**config.mk**
```make
export PLATFORM = sky130hd
export DESIGN_NAME = host_ready_tracker
export DESIGN_NICKNAME = d
export VERILOG_FILES = /design/src/rtl/host_ready_tracker.sv
export SDC_FILE = /design/constraint.sdc
export NUM_CORES = 1
export LEC_CHECK = 0
export BUFFER_PORTS_ARGS = -buffer_cell sky130_fd_sc_hd__buf_2
export CAP_MARGIN = 20
export CORE_AREA = 2 2 39 41
export CTS_BUF_LIST = sky130_fd_sc_hd__clkbuf_8
export DETAILED_ROUTE_END_ITERATION = 16
export DIE_AREA = 0 0 41 43
export GPL_TIMING_DRIVEN = 0
export PLACE_DENSITY = 0.63
export SYNTH_ARGS = -nofsm -noshare
export SYNTH_HDL_FRONTEND = slang
export SYNTH_SLANG_ARGS = --single-unit
export TNS_END_PERCENT = 5
```
**constraint.sdc**
```tcl
create_clock -name clk -period 1.35 [get_ports clk]
set_input_delay 0.135 -clock clk [delete_from_list [all_inputs] [get_ports clk]]
set_output_delay 0.135 -clock clk [all_outputs]
set_load 0.05 [all_outputs]
```
**src/rtl/host_ready_tracker.sv**
```systemverilog
module host_ready_tracker (
  input  logic clk,
  input  logic rst_n,
  input  logic host_sel,
  input  logic data_strb_n,
  input  logic acc_is_write,
  input  logic acc_autoinc,
  input  logic ctl_wr,
  input  logic ctl_fetch_in,
  input  logic wf_full,
  input  logic wf_empty,
  input  logic rf_empty,
  input  logic rf_flushing,
  input  logic rf_loaded,
  output logic rdy_bit,
  output logic rdy_pin,
  output logic fetch_bit,
  output logic flush_req
);

  typedef enum logic [2:0] {
    SEL_WDEF, SEL_WR_AI, SEL_WR_FX, SEL_RD_AI, SEL_RD_FX, SEL_FETCH
  } sel_t;

  sel_t sel;
  logic strb_q;
  logic fetch_done;

  wire release_edge = data_strb_n & ~strb_q;
  wire fetch_cmd    = ctl_wr & ctl_fetch_in;

  always_ff @(posedge clk) begin
    if (!rst_n) begin
      strb_q     <= 1'b1;
      sel        <= SEL_WDEF;
      fetch_done <= 1'b0;
      fetch_bit  <= 1'b0;
    end else begin
      strb_q    <= data_strb_n;
      fetch_bit <= fetch_cmd;
      if (fetch_cmd) begin
        sel        <= SEL_FETCH;
        fetch_done <= 1'b0;
      end else if (release_edge) begin
        case ({acc_is_write, acc_autoinc})
          2'b11:   sel <= SEL_WR_AI;
          2'b10:   sel <= SEL_WR_FX;
          2'b01:   sel <= SEL_RD_AI;
          default: sel <= SEL_RD_FX;
        endcase
      end else if (sel == SEL_FETCH && rf_loaded && !rf_flushing) begin
        fetch_done <= 1'b1;
      end
    end
  end

  always_comb begin
    case (sel)
      SEL_WR_FX: rdy_bit = wf_empty;
      SEL_RD_AI: rdy_bit = ~rf_empty & ~rf_flushing;
      SEL_RD_FX: rdy_bit = ~rf_flushing;
      SEL_FETCH: rdy_bit = fetch_done & ~rf_flushing;
      default:   rdy_bit = ~wf_full;
    endcase
  end

  assign rdy_pin   = rdy_bit & host_sel;
  assign flush_req = fetch_bit;

  assert_fetch_raise_R6: assert property (@(posedge clk) disable iff (!rst_n)
    fetch_cmd |=> (fetch_bit && flush_req));
  assert_fetch_clear_R6: assert property (@(posedge clk) disable iff (!rst_n)
    !fetch_cmd |=> !flush_req);
  assert_fetch_lowers_R7: assert property (@(posedge clk) disable iff (!rst_n)
    fetch_cmd |=> !rdy_bit);
  assert_fx_read_high_R5: assert property (@(posedge clk) disable iff (!rst_n)
    (release_edge && !fetch_cmd && !acc_is_write && !acc_autoinc) |=> (rf_flushing || rdy_bit));
  assert_ai_write_space_R2: assert property (@(posedge clk) disable iff (!rst_n)
    (release_edge && !fetch_cmd && acc_is_write && acc_autoinc) |=> (rdy_bit == !wf_full));
  assert_pin_qualified_R9: assert property (@(posedge clk) disable iff (!rst_n)
    rdy_pin |-> (host_sel && rdy_bit));

endmodule

```
# Word level (Yosys, flattened, before mapping)
# Index checks and enable logic that the tools add are counted.
[totals]
out_inout_bits = 4
regBits = 6
input_bits = 13
latch_bits = 0
memories = 0
mem_bits_rw = 0
rom_bits = 0
[op_classes]
eq_ne = 7
shift = 0
div = 0
n_mux = 4
n_addsub = 0
n_reduce_logical = 6
magnitude_cmp = 0
mul = 0
n_bitwise = 11
[op_table]
columns = ["cell", "count"]
rows = [
  ["one-hot mux 3 bit (3 select lines)", 1],
  ["equality test 3 x 2 -> 1 bit (second input constant)", 2],
  ["equality test 3 bit (second input constant)", 2],
  ["2-to-1 mux 3 bit", 2],
  ["NOT 1 bit", 6],
  ["AND 1 bit", 5],
  ["equality test 2 bit (second input constant)", 2],
  ["one-hot mux 1 bit (4 select lines)", 1],
  ["equality test 2 x 1 -> 1 bit (second input constant)", 1],
  ["logical AND 1 bit", 2],
  ["AND reduction 2 bit", 1],
  ["nonzero test 2 bit", 1],
  ["OR reduction 2 bit", 1],
  ["logical NOT 1 bit", 1],
]

# Depth between registers and ports, before layout
# Gate-level depths: netlist of run 1.
[depth]
depth_word = 4
mapped_depth = 5

# Worst setup path before layout of run 1
# OpenSTA, ideal clock, no wires.
[synth_timing]
kind = "flip-flop to output port"
startpoint = "register sel[2]"
endpoint = "output port rdy_pin"
stages_incl_launch_ff = 5
slack_ps = -170
n_path_buf = 0
arrival_time_ps = 1385
cell_sequence = "dfxtp_1 -> nor2b_4 -> or3_1 -> a32oi_1 -> o21a_1"
[synth_via]
elab_chain_len = 3
word_cells_on_any_way = 6
cone_classes = "eq/ne (4); mux (1); bitwise (1)"
[synth_rtl]
columns = ["element", "line", "rtl"]
rows = [
  ["start, declared", "25", "sel_t sel;"],
  ["start signal, assigned", "35", "sel <= SEL_WDEF;"],
  ["start signal, assigned", "42", "sel <= SEL_FETCH;"],
  ["start signal, assigned", "46", "2'b11: sel <= SEL_WR_AI;"],
  ["equality test 3 bit / equality test 3 x 2 -> 1 bit (equally long branches)", "58", "case (sel)"],
  ["one-hot mux 1 bit (4 select lines) (*)", "58", ""],
  ["AND 1 bit (*)", "67", "assign rdy_pin = rdy_bit & host_sel;"],
  ["end, declared", "16", "output logic rdy_pin,"],
]
# Every way passes the cells marked *; elsewhere a longest branch is shown, timed or not.

# Final worst setup path of run 1
# Ends and elaborated chain as after synthesis.

==> impl_metrics.ini, run 1 <==
[synth]
syn_area_per_cell_sq_um = 8.82
synth_top_area_share_pct = 34.0
syn_nets = 56
synth_edf_count = 0
ys.flop_type = dfxtp_1
syn_area_sq_um = 353
ys_types = 23
ys_async_sr_fraction_pct = 0
ys_ff_latch = 6
ys_top_cells_by_count = dfxtp_1, nand2_1, nor2_1
yosysTopAreaCell = dfxtp_1
synth_most_common_cell = dfxtp_1
yosysWarnings = 0
ys_seq_area_share_pct = 34.0
synth_cells = 40
synthTopCellsByArea = dfxtp_1, ha_1, mux2i_1

[layout]
nets = 77
drive_gt1_share_pct = 45.8
area_growth_pct = 49.6
antennaDiodeCount = 0
utilization_pct = 38.2
stdcell_count = 75

[setup_path]
crit_path_end_kind = primary output
critical_path_arrival_ns = 1.53
cp_top_family = simple AND/OR/NAND/NOR gates
path_cells = nor2b_4 > or3_1 > a32oi_2 > o21a_2 > buf_8
start_kind = flip-flop
worstPathMaxFanout = 5
required_ns = 1.22
cpMaxStageDelayCell = dfxtp_2
cp.buffers_inverters = 1
crit_type = reg -> out
slowest_delay_ns = 0.33

[clock_tree]
post_cts_buffers = 0
cts_max_level = 1
numCtsBuffers = 3
clk_pin_slew_ns = 0.04
cts_root_buf = clkbuf_8
cts_tree = built
clk_latency_ns = 0.22
cts_max_path_buffers = 2
clock-sinks = 6

[global_routing]
grt_max_degree = 6
grt_pass1_wl_mm = 1.04
grt_pass1_vias = 283
grt_usage_pct = 9.05
grt_util_met3_pct = 5.24
grt_busiest_layer = met2
gr-usage-met2_pct = 13.4
grtUsageMet1_pct = 9.03
overflow = 0
antenna_found_initial = 0

[floorplan]
die_width_microns = 41
num_io_pins = 17
coreArea_sq_um = 1380
row_count = 14
die-area_sq_um = 1760
fp.dieH_microns = 43
start_util_pct = 25.5

[sta]
drv_slew = 0
setup_tns_ns = -0.615
setup_viol = 2
hold_viol = 0
period_minus_slack_ns = 1.66
finalCritPeriodShare_pct = 123
worst_pin_slew_ns = 0.262
fmax_ghz = 0.601
slew_headroom_pct = 82.3
layout_setup_ws_ns = -0.314
grt_setup_unrepaired = yes
finClkSkew_ns = 0.00169

[status]
failed_checks = setup timing
status = finished with violations

[pwr]
peakVddDrop_mv = 0.480
p_leak_uw = 0.000270
power_density_nw_per_um2 = 1120

[run]
maxCapViolCount = 0

[placed_design]
placed_cells = 72
place.gp.congestion = 0.710
port-buffer-count = 16

[route]
wl_per_cell_microns = 9.24
first_iter_violations = 2
dr.pass1.iters = 2
drt-total-wl_microns = 693
route.detailed.drc = 0
dr_total_vias = 342
viasPerCell = 4.56
antenna_left = 0

[min_path]
hp-class = in -> reg
## registers in the layout, indices dropped and copies added (netlist names)
| signal | flops |
|---|---|
| fetch_bit | 1 |
| fetch_done | 1 |
| sel | 3 |
| strb_q | 1 |
## cells in the final DEF, fill, tap and decap left out, types with 3 or more instances in the layout
master and count:
ha_1 3, dfxtp_1 4, clkbuf_8 3, nand2_1 4, nor2_1 4, buf_2 14
## timing repair
item,in CTS,in global routing
hold buffers,0,0
setup endpoints to repair,2,2
pin swaps,2,2
gates resized for setup,9,0
## worst reg2reg max path, cell delays in order (launching register included)
cell and delay (ns):
dfxtp_1 0.28, nand2b_1 0.22, o311ai_0 0.33, and2_1 0.16
## routing by layer
metal	wire length (microns)	share of wire, %
met5	0	0
met4	8	1.2
met3	63	9.1
met2	317	46
met1	304	44
## per-stage QoR
| step | power [uW] | setup slack [ns] | cell area [sq um] | hold WS (ns) |
|---|---|---|---|---|
| after floorplan | 268 | -0.0648 | 357 | 0.208 |
| after global placement | 301 | -0.216 | 457 | 0.336 |
| final | 589 | -0.314 | 528 | 0.113 |
| after detailed placement | 303 | -0.224 | 457 | 0.340 |
| after global routing | 617 | -0.381 | 528 | 0.115 |
| after CTS | 601 | -0.341 | 528 | 0.108 |
## layout make-up
type                       count  area, sq um
buffer                         1         7.51
clock buffer                   3         41.3
fill                         153          856
inverter                       2         7.51
multi-input combinational     31          229
sequential                     6          123
tap                           16         20.0
timing repair buffer          16          100
## final timing paths
kind | start | cells after the start | endpoint | slack, ns
worst max register to register | strb_q$_SDFF_PN1_ | 3 | sel[0]$_SDFFE_PN0P_ | 0.30
worst min register to register | fetch_done$_SDFFE_PP0P_ | 2 | fetch_done$_SDFFE_PP0P_ | 0.46
worst max-delay path | sel[2]$_SDFFE_PN0P_ | 5 | rdy_pin | -0.31
worst min-delay path | data_strb_n | 2 | strb_q$_SDFF_PN1_ | 0.11
## logic make-up after synthesis
| logic type | after synthesis | share of synthesized area, % |
|---|---|---|
| and+or+nand+nor | 20 | 33.0 |
| DFF | 6 | 34.0 |
| buffers and inverters | 3 | 4.26 |
| AOI/OAI and AO/OA | 6 | 12.4 |
| adders and majority gates | 3 | 10.6 |
| muxes | 2 | 5.67 |
## power breakdown
part | switching (uW) | internal [uW] | total, uW
combinational | 62.8 | 58.9 | 122
sequential | 7.57 | 187 | 195
clock | 80.2 | 192 | 272
total | 151 | 438 | 589
Power figures use the tool's default switching activity.
==> run 2: changes to the inputs <==
--- a/constraint.sdc
+++ b/constraint.sdc
@@ -3,2 +3,2 @@
 set_output_delay 0.135 -clock clk [all_outputs]
-set_load 0.05 [all_outputs]
+set_load 0.1 [all_outputs]
==> run 2 against run 1 <==
The run still ends with setup timing left. Final area grew 4.7%. Maximum frequency down 1.8%. Sequential power barely moved. Combinational power rose by 41%. Non-clock buffer count grew 1. Register-to-register slack lost 0.05 ns. Via count rose by 3.2%. Count of clock-buffer cells in the layout is the same.
==> impl_metrics.ini, run 2 (synthesis gave the netlist of run 1 again) <==
[status]
status = finished with violations
failed_checks = setup timing

[route]
dr_total_vias = 353
dr.pass1.iters = 2
antenna_left = 0
wl_per_cell_microns = 10.1
first_iter_violations = 4
route.detailed.drc = 0
drt-total-wl_microns = 767
viasPerCell = 4.64

[setup_path]
cp_top_family = simple AND/OR/NAND/NOR gates
r2r_slack_ns = 0.25
cp.buffers_inverters = 1
path_cells = nor2b_4 > or3_1 > a32oi_2 > or2_4 > buf_12
required_ns = 1.22
crit_path_end = rdy_bit
crit_path_end_kind = primary output
critical_path_arrival_ns = 1.56
rr_worst_depth = 3
start_kind = flip-flop
startpoint = sel[2]$_SDFFE_PN0P_
crit_type = reg -> out
rr_startpoint = strb_q$_SDFF_PN1_
slowest_delay_ns = 0.31
cpMaxStageDelayCell = dfxtp_2
crit_cells = 5
worstPathMaxFanout = 3
reg2reg_to = sel[0]$_SDFFE_PN0P_

[sta]
hold_viol = 0
grt_setup_unrepaired = yes
slew_headroom_pct = 67.9
finalCritPeriodShare_pct = 125
finClkSkew_ns = 0.000768
drv_slew = 0
worst_pin_slew_ns = 0.484
period_minus_slack_ns = 1.69
setup_viol = 2
layout_setup_ws_ns = -0.343
fmax_ghz = 0.591

[global_routing]
antenna_found_initial = 0
grt_pass1_vias = 340
grt_usage_pct = 10.2
grt_max_degree = 6
overflow = 0
grt_pass1_wl_mm = 1.19

[pwr]
p_leak_uw = 0.000280
power_density_nw_per_um2 = 1150
fin_total_pwr_uw = 634
peakVddDrop_mv = 0.427

[clock_tree]
clk_latency_ns = 0.22
cts_root_buf = clkbuf_8
clk_pin_slew_ns = 0.04
clock-sinks = 6
cts_max_level = 1
cts_max_path_buffers = 2
cts_tree = built
numCtsBuffers = 3

[floorplan]
start_util_pct = 25.5
coreArea_sq_um = 1380
row_count = 14
num_io_pins = 17
fp.dieH_microns = 43
die_width_microns = 41
die-area_sq_um = 1760

[placed_design]
port-buffer-count = 16
place.gp.congestion = 0.751
place_ws_ns = -0.433
place_area_sq_um = 464
placed_cells = 72

[layout]
stdcell_count = 76
regMostFlops = sel
largest_reg_flops = 3
antennaDiodeCount = 0
final_area_sq_um = 553
nets = 78
fillers = 143
area_growth_pct = 56.7
final_cell_mix = buf_2, nor2_1, nand2_1
final_common_cell = buf_2
drive_gt1_share_pct = 48.3

[min_path]
hp-class = in -> reg

[run]
maxCapViolCount = 0
## run 2: changes by cell type in the layout (fill, tap and decap cells not counted), sizes merged
| cell | previous run | this run |
|---|---|---|
| buf | 17 | 18 |
## run 2: worst register-to-register path, cell delays in order, from the launching register on
cell      delay [ns]
dfxtp_1         0.28
nand2b_1        0.23
o311ai_0        0.36
and2_1          0.18
## run 2: worst min-delay path by stage
stage	from	end	slack, ns	depth (start not counted)
3_3_place_gp	data_strb_n	strb_q$_SDFF_PN1_	0.34	2
4_1_cts	data_strb_n	strb_q$_SDFF_PN1_	0.11	2
2_1_floorplan	rst_n	strb_q$_SDFF_PN1_	0.21	1
3_5_place_dp	data_strb_n	strb_q$_SDFF_PN1_	0.34	2
5_1_grt	data_strb_n	strb_q$_SDFF_PN1_	0.12	2
6_report	data_strb_n	strb_q$_SDFF_PN1_	0.12	2
## run 2: power by group
part	internal, uW	switching (uW)
logic	70.7	101
clock network	192	77.2
registers	188	6.06
total	450	184
## run 2: metrics by stage
step | TNS (ns) | util (%) | hold WS, ns
3_3_place_gp | -0.834 | 33.5 | 0.335
4_1_cts | -0.715 | 40.0 | 0.114
2_1_floorplan | -0.255 | - | 0.208
6_report | -0.675 | 40.0 | 0.116
3_5_place_dp | -0.850 | 33.5 | 0.343
5_1_grt | -0.790 | 40.0 | 0.121
## run 2: area by class of cell
| cell class | instances | area [sq um] | share of cell area [%] |
|---|---|---|---|
| Multi-Input combinational cell | 31 | 235 | 42.5 |
| Sequential cell | 6 | 124 | 22.4 |
| Timing Repair Buffer | 17 | 118 | 21.3 |
| Clock buffer | 3 | 41.3 | 7.47 |
| Tap cell | 16 | 20.0 | 3.62 |
| Buffer | 1 | 7.51 | 1.36 |
| Inverter | 2 | 7.51 | 1.36 |
## run 2: per-layer routing
metal  global-route usage, %  part of all wire (%)  vias to the layer above
met5                       0                     0                        -
met4                    6.00                   1.7                        0
met3                    3.14                   7.0                        2
met2                    16.6                    48                       15
met1                    10.7                    43                      160
li1                        -                     -                      176
## run 2: what timing repair did
item / in CTS / in global routing
pin swaps: 2 / 1
endpoints found under the setup margin: 2 / 2
hold endpoints to repair: 0 / 0
resized for setup: 11 / 0
hold buffers: 0 / 0
cloned: 0 / 0
setup buffers: 1 / 0
